File: src/rtl/spi_regs_pkg.sv
package spi_regs_pkg;
    typedef enum logic {
        PH_CMD  = 1'b0,
        PH_DATA = 1'b1
    } phase_e;

    // Bit positions inside the command byte (counted from the MSB end)
    localparam int CMD_DIR_OFS = 1;  // offset from the top: direction flag
    localparam int CMD_INC_OFS = 2;  // offset from the top: auto-increment flag
endpackage

File: src/rtl/spi_sync.sv
module spi_sync #(
    parameter int               WIDTH   = 1,
    parameter int               STAGES  = 2,
    parameter logic [WIDTH-1:0] RST_VAL = '0
) (
    input  logic             clk,
    input  logic             rst_n,
    input  logic [WIDTH-1:0] d_i,
    output logic [WIDTH-1:0] q_o
);
    generate
        if (STAGES <= 1) begin : g_single
            logic [WIDTH-1:0] stg_q;
            always_ff @(posedge clk or negedge rst_n) begin
                if (!rst_n) stg_q <= RST_VAL;
                else        stg_q <= d_i;
            end
            assign q_o = stg_q;
        end else begin : g_chain
            logic [STAGES-1:0][WIDTH-1:0] stg_q;
            always_ff @(posedge clk or negedge rst_n) begin
                if (!rst_n) stg_q <= {STAGES{RST_VAL}};
                else        stg_q <= {stg_q[STAGES-2:0], d_i};
            end
            assign q_o = stg_q[STAGES-1];
        end
    endgenerate
endmodule

File: src/rtl/spi_regfile.sv
module spi_regfile #(
    parameter int ADDR_W = 6,
    parameter int DATA_W = 8
) (
    input  logic              clk,
    input  logic              rst_n,
    input  logic              we_i,
    input  logic [ADDR_W-1:0] waddr_i,
    input  logic [DATA_W-1:0] wdata_i,
    input  logic [ADDR_W-1:0] raddr_i,
    output logic [DATA_W-1:0] rdata_o
);
    localparam int DEPTH = 1 << ADDR_W;

    logic [DATA_W-1:0] mem_q [DEPTH];

    always_ff @(posedge clk or negedge rst_n) begin
        if (!rst_n) begin
            for (int i = 0; i < DEPTH; i++) mem_q[i] <= '0;
        end else if (we_i) begin
            mem_q[waddr_i] <= wdata_i;
        end
    end

    assign rdata_o = mem_q[raddr_i];
endmodule

File: src/rtl/spi_frame_ctrl.sv
module spi_frame_ctrl
    import spi_regs_pkg::*;
#(
    parameter int ADDR_W = 6,
    parameter int DATA_W = 8
) (
    input  logic              clk,
    input  logic              rst_n,
    input  logic              cs_s_i,
    input  logic              sclk_s_i,
    input  logic              mosi_s_i,
    output logic              we_o,
    output logic [ADDR_W-1:0] waddr_o,
    output logic [DATA_W-1:0] wdata_o,
    output logic [ADDR_W-1:0] raddr_o,
    input  logic [DATA_W-1:0] rdata_i,
    output logic              miso_o,
    output logic              miso_oe_o
);
    localparam int CNT_W = $clog2(DATA_W);
    localparam logic [CNT_W-1:0] LAST_BIT = CNT_W'(DATA_W - 1);

    typedef struct packed {
        phase_e            phase;
        logic [CNT_W-1:0]  bit_cnt;
        logic [DATA_W-1:0] shreg;
        logic              rd;
        logic              inc;
        logic [ADDR_W-1:0] addr;
        logic [DATA_W-1:0] tx;
        logic              miso;
        logic              oe;
        logic              sclk_prev;
    } frame_t;

    frame_t q, d;
    logic              rise, fall;
    logic [DATA_W-1:0] byte_v;
    logic [ADDR_W-1:0] nxt_addr;

    always_comb begin
        d        = q;
        we_o     = 1'b0;
        waddr_o  = q.addr;
        wdata_o  = '0;
        raddr_o  = q.addr;
        rise     = sclk_s_i & ~q.sclk_prev;
        fall     = ~sclk_s_i & q.sclk_prev;
        byte_v   = {q.shreg[DATA_W-2:0], mosi_s_i};
        nxt_addr = q.inc ? q.addr + 1'b1 : q.addr;
        d.sclk_prev = sclk_s_i;

        if (cs_s_i) begin
            d.phase   = PH_CMD;
            d.bit_cnt = '0;
            d.shreg   = '0;
            d.rd      = 1'b0;
            d.inc     = 1'b0;
            d.addr    = '0;
            d.tx      = '0;
            d.miso    = 1'b0;
            d.oe      = 1'b0;
        end else begin
            d.oe = 1'b1;
            if (rise) begin
                d.shreg   = byte_v;
                d.bit_cnt = q.bit_cnt + 1'b1;
                if (q.bit_cnt == LAST_BIT) begin
                    if (q.phase == PH_CMD) begin
                        d.phase = PH_DATA;
                        d.rd    = byte_v[DATA_W-CMD_DIR_OFS];
                        d.inc   = byte_v[DATA_W-CMD_INC_OFS];
                        d.addr  = byte_v[ADDR_W-1:0];
                        raddr_o = byte_v[ADDR_W-1:0];
                        d.tx    = rdata_i;
                    end else begin
                        if (!q.rd) begin
                            we_o    = 1'b1;
                            waddr_o = q.addr;
                            wdata_o = byte_v;
                        end
                        d.addr  = nxt_addr;
                        raddr_o = nxt_addr;
                        d.tx    = rdata_i;
                    end
                end
            end else if (fall && q.phase == PH_DATA && q.rd) begin
                d.miso = q.tx[DATA_W-1];
                d.tx   = {q.tx[DATA_W-2:0], 1'b0};
            end
        end
    end

    always_ff @(posedge clk or negedge rst_n) begin
        if (!rst_n) begin
            q           <= '0;
            q.phase     <= PH_CMD;
            q.sclk_prev <= 1'b1;
        end else begin
            q <= d;
        end
    end

    assign miso_o    = q.miso;
    assign miso_oe_o = q.oe;
endmodule

File: src/rtl/spi_regs_slave.sv
module spi_regs_slave #(
    parameter int ADDR_W      = 6,
    parameter int DATA_W      = 8,
    parameter int SYNC_STAGES = 2
) (
    input  logic clk,
    input  logic rst_n,
    input  logic cs_n_i,
    input  logic sclk_i,
    input  logic mosi_i,
    output logic miso_o,
    output logic miso_oe_o
);
    localparam int N_SYNC = 3;

    logic [N_SYNC-1:0] sync_q;
    logic              cs_s, sclk_s, mosi_s;
    logic              wr_en;
    logic [ADDR_W-1:0] wr_addr, rd_addr;
    logic [DATA_W-1:0] wr_data, rd_data;

    spi_sync #(
        .WIDTH  (N_SYNC),
        .STAGES (SYNC_STAGES),
        .RST_VAL(3'b110)
    ) u_sync (
        .clk  (clk),
        .rst_n(rst_n),
        .d_i  ({cs_n_i, sclk_i, mosi_i}),
        .q_o  (sync_q)
    );

    assign cs_s   = sync_q[2];
    assign sclk_s = sync_q[1];
    assign mosi_s = sync_q[0];

    spi_frame_ctrl #(
        .ADDR_W(ADDR_W),
        .DATA_W(DATA_W)
    ) u_ctrl (
        .clk      (clk),
        .rst_n    (rst_n),
        .cs_s_i   (cs_s),
        .sclk_s_i (sclk_s),
        .mosi_s_i (mosi_s),
        .we_o     (wr_en),
        .waddr_o  (wr_addr),
        .wdata_o  (wr_data),
        .raddr_o  (rd_addr),
        .rdata_i  (rd_data),
        .miso_o   (miso_o),
        .miso_oe_o(miso_oe_o)
    );

    spi_regfile #(
        .ADDR_W(ADDR_W),
        .DATA_W(DATA_W)
    ) u_regs (
        .clk    (clk),
        .rst_n  (rst_n),
        .we_i   (wr_en),
        .waddr_i(wr_addr),
        .wdata_i(wr_data),
        .raddr_i(rd_addr),
        .rdata_o(rd_data)
    );
endmodule

File: config.mk
export PLATFORM = sky130hd
export DESIGN_NAME = spi_regs_slave
export DESIGN_NICKNAME = d
export VERILOG_FILES = /design/src/rtl/spi_regs_pkg.sv /design/src/rtl/spi_sync.sv /design/src/rtl/spi_regfile.sv /design/src/rtl/spi_frame_ctrl.sv /design/src/rtl/spi_regs_slave.sv
export SDC_FILE = /design/constraint.sdc
export NUM_CORES = 1
export LEC_CHECK = 0
export BUFFER_PORTS_ARGS = -buffer_cell sky130_fd_sc_hd__buf_2
export CAP_MARGIN = 20
export CORE_ASPECT_RATIO = 0.75
export CORE_UTILIZATION = 40
export DETAILED_ROUTE_END_ITERATION = 16
export GPL_TIMING_DRIVEN = 0
export PLACE_DENSITY_LB_ADDON = 0.3
export SETUP_SLACK_MARGIN = 0.5
export SLEW_MARGIN = 5
export SYNTH_ARGS = -nofsm -noshare
export SYNTH_HDL_FRONTEND = slang
export SYNTH_SLANG_ARGS = --single-unit
File: constraint.sdc
create_clock -name clk -period 9.73 [get_ports clk]
set_clock_uncertainty 0.15 [all_clocks]
set_input_delay 1.946 -clock clk [delete_from_list [all_inputs] [get_ports clk]]
set_output_delay 1.946 -clock clk [all_outputs]
set_load 0.02 [all_outputs]
==> results of run 1 <==
placed cells by master, fill, tap and decap left out, types with 8 or more instances in the layout:
cell type    n
a31oi_1     18
nand4_1     10
a311oi_1    12
a211oi_1    38
nor2_1      41
nand3_1     57
buf_4       10
dfrtp_1    543
clkbuf_8    10
buf_2       50
mux2i_1     69
mux4_2      24
and3_1      33
o21ai_0    454
clkinv_2    12
mux2_2      78
o21ai_1     12
clkbuf_1   152
o2111ai_1    8
buf_6       17
clkbuf_16   55
a21oi_1     49
nand2_1    740
a32oi_1     25
stage by stage:
step / hold slack, ns / util [%]
5_1_grt: 0.217 / 45.6
3_3_place_gp: 0.184 / 42.2
6_report: 0.203 / 45.7
4_1_cts: 0.209 / 45.6
2_1_floorplan: 0.181 / -
3_5_place_dp: 0.197 / 42.7
layer usage:
layer | vias up | GRT usage, % | routed length [µm]
li1 | 9252 | - | -
met1 | 11252 | 49.6 | 46900
met2 | 1526 | 48.4 | 44500
met3 | 303 | 12.1 | 15200
met4 | 10 | 15.8 | 5270
met5 | - | 0 | 65
flip-flops by register name, summed over array words and instances (netlist names):
name,cells
u_sync.g_chain.stg_q,3
u_ctrl.miso_o,1
u_ctrl.q,21
u_regs.mem_q,512
u_sync.q_o,3
u_ctrl.byte_v,7
u_ctrl.miso_oe_o,1
layout make-up:
class	instances	area (µm²)
antenna	7	17.5
buffer	206	951
clock buffer	77	1560
clock inverter	21	264
fill	5939	33700
inverter	5	18.8
multi-input combinational	1827	10400
sequential	548	13700
tap	810	1010
timing repair buffer	27	330
power by group:
part | switching, mW | total, mW | internal [mW]
registers | 0.00318 | 2.29 | 2.28
logic | 0.0587 | 0.0703 | 0.0116
clock network | 0.961 | 2.23 | 1.27
total | 1.02 | 4.59 | 3.56
worst min path at each step:
| stage | start | endpoint | slack (ns) | cells past startpoint |
|---|---|---|---|---|
| 2_1_floorplan | u_sync.g_chain.stg_q[0]$_DFF_PN0_ | u_sync.q_o[0]$_DFF_PN0_ | 0.18 | 0 |
| 3_3_place_gp | u_sync.g_chain.stg_q[0]$_DFF_PN0_ | u_sync.q_o[0]$_DFF_PN0_ | 0.18 | 0 |
| 3_5_place_dp | u_sync.g_chain.stg_q[0]$_DFF_PN0_ | u_sync.q_o[0]$_DFF_PN0_ | 0.20 | 0 |
| 4_1_cts | u_sync.g_chain.stg_q[0]$_DFF_PN0_ | u_sync.q_o[0]$_DFF_PN0_ | 0.21 | 0 |
| 5_1_grt | u_sync.g_chain.stg_q[1]$_DFF_PN1_ | u_sync.q_o[1]$_DFF_PN1_ | 0.22 | 0 |
| 6_report | u_sync.g_chain.stg_q[0]$_DFF_PN0_ | u_sync.q_o[0]$_DFF_PN0_ | 0.20 | 0 |
cell families after synthesis:
logic type / share of synthesized area [%]
AOI/OAI and AO/OA: 16.6
xor gates and xnor gates: 0.0349
adders and majority gates: 0.150
buffers and inverters: 3.87
DFF: 54.7
muxes: 8.83
and+or+nand+nor: 15.9
worst max-delay path: stages (launching register included):
cell and delay, ns:
dfrtp_1 0.37, ha_1 0.16, ha_1 0.24, nand4bb_1 0.12, buf_2 0.19, buf_2 0.28, o22ai_2 0.65, buf_2 0.57
buf_1 0.96, a32oi_1 0.68, o211a_1 0.46, o31ai_1 0.40
==> impl_metrics.json, run 1 <==
{
  "fin_total_pwr_mw": 4.59,
  "cts_tree": "built",
  "regToRegEndpoint": "u_ctrl.q[4]$_DFFE_PN0P_",
  "nets": 2678,
  "synthTopCellsByArea": "dfrtp_1 (54%), nand2_1 (11%), o21ai_0 (9.1%)",
  "drive_gt1_share_pct": 11.4,
  "cp-start-kind": "flip-flop",
  "clock_path_buffers": 3,
  "seq_area_frac_synth_pct": 54.7,
  "max_cap_viol_count": 0,
  "syn_area_um2": 25100,
  "fin_crit_ns": 5.40,
  "slew_viol_final": 0,
  "clockRootBuffer": "clkbuf_16",
  "synth_top_area_share_pct": 54.2,
  "clkSlewWorstSetupHoldPaths_ns": 0.07,
  "grt_usage_pct": 35.2,
  "cts_hold_buf": 0,
  "vias_per_cell": 6.33,
  "port_buffers": 6,
  "cts_made_buffers": 55,
  "vias": 22343,
  "r2r_start": "u_ctrl.q[27]$_DFFE_PN0N_",
  "syn2layout_area_growth_pct": 12.8,
  "rr_worst_depth": 11,
  "insertion_delay_ns": 0.63,
  "crit_end": "u_ctrl.q[4]$_DFFE_PN0P_",
  "rows": 79,
  "placed_area_um2": 26400,
  "synth_warnings": 0,
  "synth_seq_cells": 548,
  "grt-ovfl-total": 0,
  "drcViolationCount": 0,
  "routed_wl_um": 112000,
  "grt_max_degree": 119,
  "powerDensity_nw_per_um2": 162,
  "setup_viol": 0,
  "max-vdd-ir-drop_v": 0.000126,
  "synth_area_per_cell_um2": 9.70,
  "cellLeakagePower_nw": 11.8,
  "fmax_ghz": 0.185,
  "gp_congestion": 1.04,
  "hpwlAfterDp_um": 79600,
  "final_cells": 3528,
  "dieArea_um2": 63700,
  "syn-num-nets": 2594,
  "worstPathRequired_ns": 10.04,
  "die_w_um": 291,
  "fp.coreArea_um2": 62000,
  "drtPass1Iterations": 8,
  "crit_start": "u_ctrl.q[27]$_DFFE_PN0N_",
  "post_cts_buffers": 0,
  "dp_cells": 3419,
  "worst_slew_pin_slew_ns": 1.24,
  "crit_type": "flip-flop to flip-flop",
  "synthFlopType": "dfrtp_1",
  "cts_resized": 0,
  "place_ws_ns": 4.16,
  "arrival_ns": 5.71,
  "first_iter_violations": 3214,
  "grt_pass1_wl_um": 158000,
  "hp-class": "flip-flop to flip-flop",
  "die_h_um": 219,
  "wl_per_cell_um": 31.7,
  "io_pins": 7,
  "tns_ns": 0,
  "synth_edf_count": 0,
  "hold_violations": 0,
  "yosysMostFrequentCell": "nand2_1",
  "htree_levels": 2,
  "yosysUniqueCellTypes": 83,
  "start_util_pct": 40.5,
  "synth_cells": 2586,
  "slew_headroom_pct": 17.5,
  "period_share_pct": 55.5,
  "finish.instance_area_um2": 28300,
  "yosys-top-cells-count": "nand2_1 (740), dfrtp_1 (543), o21ai_0 (454)",
  "cp_max_fo": 10,
  "cp-end-kind": "flip-flop",
  "r2r_setup_slack_ns": 4.33,
  "status": "completed",
  "layout_setup_ws_ns": 4.33,
  "clock-sinks": 548,
  "synth_area_leader_cell": "dfrtp_1",
  "ys_async_sr_fraction_pct": 100,
  "grt_pass1_vias": 20990,
  "drtAntennaViolNets": 0,
  "antenna_found_initial": 17,
  "rsz0062_at_grt": "no"
}
Note: power is estimated with default switching activity, not from simulation.
==> run 2, diff against run 1 <==
ABC_AREA = 1   (was not set)
clock period = 4.85 ns   (was 9.73 ns; I/O delays follow)
==> run 2 against run 1 <==
Register-to-register slack lost 3.8 ns. Maximum frequency increased by 26%. Critical path type unchanged. Final area up 1.3%. Die area is 2.0% higher. Synthesized cell count grew 23%. Critical path depth grew 6. Flip-flop and latch count did not move. Power increased by 95%. Core utilization is 0.10 points higher. Synthesized area grew 2.0%. Largest power group unchanged. Via count up 16%. Count of clock-buffer cells in the layout grew 7.
==> impl_metrics.json, run 2 <==
{
  "crit_type": "flip-flop to flip-flop",
  "insertion_delay_ns": 0.66,
  "grt_pass1_vias": 23389,
  "synth_area_per_cell_um2": 8.04,
  "vias": 25816,
  "drtAntennaViolNets": 0,
  "yosysMostFrequentCell": "nand2_1",
  "fin_crit_ns": 4.28,
  "synth_top_area_share_pct": 53.1,
  "cellLeakagePower_nw": 12.0,
  "mostFrequentLayoutCells": "nand2_1 (968), nand3_1 (708), dfrtp_1 (543)",
  "grt_pass1_wl_um": 179000,
  "cts_tree": "built",
  "clkSlewWorstSetupHoldPaths_ns": 0.06,
  "seq_area_um2": 13700,
  "clock-sinks": 548,
  "hp-class": "input port to asynchronous set/reset pin",
  "powerDensity_nw_per_um2": 312,
  "rows": 79,
  "antenna_found_initial": 5,
  "setup_viol": 0,
  "clockRootBuffer": "clkbuf_16",
  "clock_path_buffers": 3,
  "first_iter_violations": 4506,
  "final_common_cell": "nand2_1",
  "worst_slew_pin_slew_ns": 1.26,
  "drcViolationCount": 0,
  "synthFlopType": "dfrtp_1",
  "yosysUniqueCellTypes": 27,
  "rsz0062_at_grt": "no",
  "post_cts_buffers": 0,
  "htree_levels": 2,
  "fin_total_pwr_mw": 8.96,
  "drive_gt1_share_pct": 7.60,
  "start_util_pct": 40.8,
  "grt_usage_pct": 39.4,
  "largest_register_ffs": 512,
  "slew_viol_final": 0,
  "syn2layout_area_growth_pct": 12.1,
  "status": "completed",
  "fmax_ghz": 0.234,
  "gp_congestion": 1.09,
  "grt-ovfl-total": 0,
  "top_register": "u_regs.mem_q",
  "syn-num-nets": 3190,
  "critPathSlowestCell": "clkdlybuf4s15_1",
  "drtPass1Iterations": 7,
  "max-vdd-ir-drop_v": 0.000319,
  "hpwlAfterDp_um": 90800,
  "max_cap_viol_count": 0,
  "routed_wl_um": 129000,
  "arrival_ns": 4.70,
  "synth_edf_count": 0,
  "cts_made_buffers": 55,
  "finish.utilization_pct": 45.8,
  "hold_violations": 0,
  "r2r_start": "u_ctrl.q[27]$_DFFE_PN0N_",
  "synth_cells": 3182,
  "seq_area_frac_synth_pct": 53.6,
  "grt_max_degree": 111,
  "synth_area_leader_cell": "dfrtp_1",
  "synth_seq_cells": 548,
  "r2r_setup_slack_ns": 0.57,
  "dieArea_um2": 65000,
  "nets": 3269,
  "synth_warnings": 0,
  "crit_start": "u_ctrl.q[27]$_DFFE_PN0N_",
  "crit_chain": "ha_1 -> ha_1 -> inv_1 -> nor2_2 -> nand2_2 -> nor2_2 -> nand2_2 -> buf_4 -> clkdlybuf4s15_1 -> nand3_1 -> nand3_1 -> nand3_1 -> nand3_1 -> nand3_1 -> nand3_1 -> nand3_1 -> a21oi_1",
  "port_buffers": 6,
  "synthTopCellsByArea": "dfrtp_1 (53%), nand2_1 (14%), nand3_1 (14%)",
  "die_h_um": 221,
  "crit_family": "simple AND/OR/NAND/NOR gates",
  "wl_per_cell_um": 30.9,
  "yosys-top-cells-count": "nand2_1 (968), nand3_1 (708), dfrtp_1 (543)",
  "worstPathRequired_ns": 5.27,
  "vias_per_cell": 6.21,
  "nFillCells": 6479,
  "cpPeakStageDelay_ns": 0.85,
  "fp.coreArea_um2": 62700,
  "cp-start-kind": "flip-flop",
  "io_pins": 7,
  "cpMostUsedCell": "nand3_1",
  "ys_async_sr_fraction_pct": 100,
  "slew_headroom_pct": 15.4,
  "syn_area_um2": 25600,
  "multi_input_area_um2": 10500,
  "cp-end-kind": "flip-flop",
  "cp_max_fo": 10,
  "die_w_um": 294,
  "worst-path-buf-inv": 3,
  "period_share_pct": 88.3
}
[run 2: cell types whose count changed in the layout (fill, tap and decap cells not counted), sizes merged, moves of 34 or more]
cell and delta:
buf +55, a21oi -34, mux2i -69, o21ai +59
mux2 -78, nand2 +230, a211oi -39, nand3 +651
inv +39
[run 2: logic make-up (layout without fill, tap and decap cells)]
family          Yosys count  after routing  share of synthesized area, %
simple gates           1768           1768                          29.9
fa+ha+maj                 3              3                         0.147
compound gates          555            555                          11.0
buf+inv                 308            427                          5.41
flops                   548            548                          53.6
other cells               0              3                             0
[run 2: routing by layer]
layer / global-route usage, % / wire length (µm) / vias up
met4: 16.9 / 6500 / 4
met3: 21.6 / 22300 / 380
met2: 48.7 / 47100 / 1989
li1: - / - / 10879
met1: 55.0 / 52600 / 12564
met5: 0.739 / 80 / -
[run 2: final cells by class]
cell class | count | area share (%)
clock buffers | 84 | 5.53
diodes | 3 | 0.0262
clock inverters | 13 | 0.327
repair buffers | 22 | 1.10
multi-input cells | 2326 | 36.6
flip-flops and latches | 548 | 47.8
well taps | 850 | 3.71
inverters | 44 | 0.576
plain buffers | 264 | 4.29
[run 2: per-stage QoR]
stage	instances	hold WS [ns]	setup slack, ns	TNS [ns]	area, µm²
final	4154	0.0909	0.569	0	28700
after global routing	4151	0.133	0.536	0	28700
after CTS	4150	0.103	0.690	0	28700
after detailed placement	4053	0.187	0.707	0	27000
after global placement	4038	0.183	-9.15	-4929.12	26700
after floorplan	3182	0.181	2.42	0	25600
[run 2: final timing paths]
| path | to | depth (start not counted) |
|---|---|---|
| worst min register to register | u_sync.q_o[0]$_DFF_PN0_ | 0 |
| min in group clk | u_sync.q_o[0]$_DFF_PN0_ | 0 |
| worst min-delay path | u_regs.mem_q[283]$_DFFE_PN0P_ | 1 |
| max in group asynchronous | u_regs.mem_q[365]$_DFFE_PN0P_ | 4 |
| worst max-delay path | u_ctrl.q[9]$_DFFE_PN0P_ | 17 |
| worst max register to register | u_ctrl.q[9]$_DFFE_PN0P_ | 17 |
[run 2: what timing repair did]
| item | CTS | global route |
|---|---|---|
| hold buffers | 0 | 0 |
| setup endpoints to repair | 0 | 5 |
| resized for setup | 0 | 11 |
[run 2: where the power goes]
part	internal [mW]	switching, mW
Sequential	4.58	0.00658
Combinational	0.0216	0.111
Clock	2.29	1.94
Total	6.90	2.06
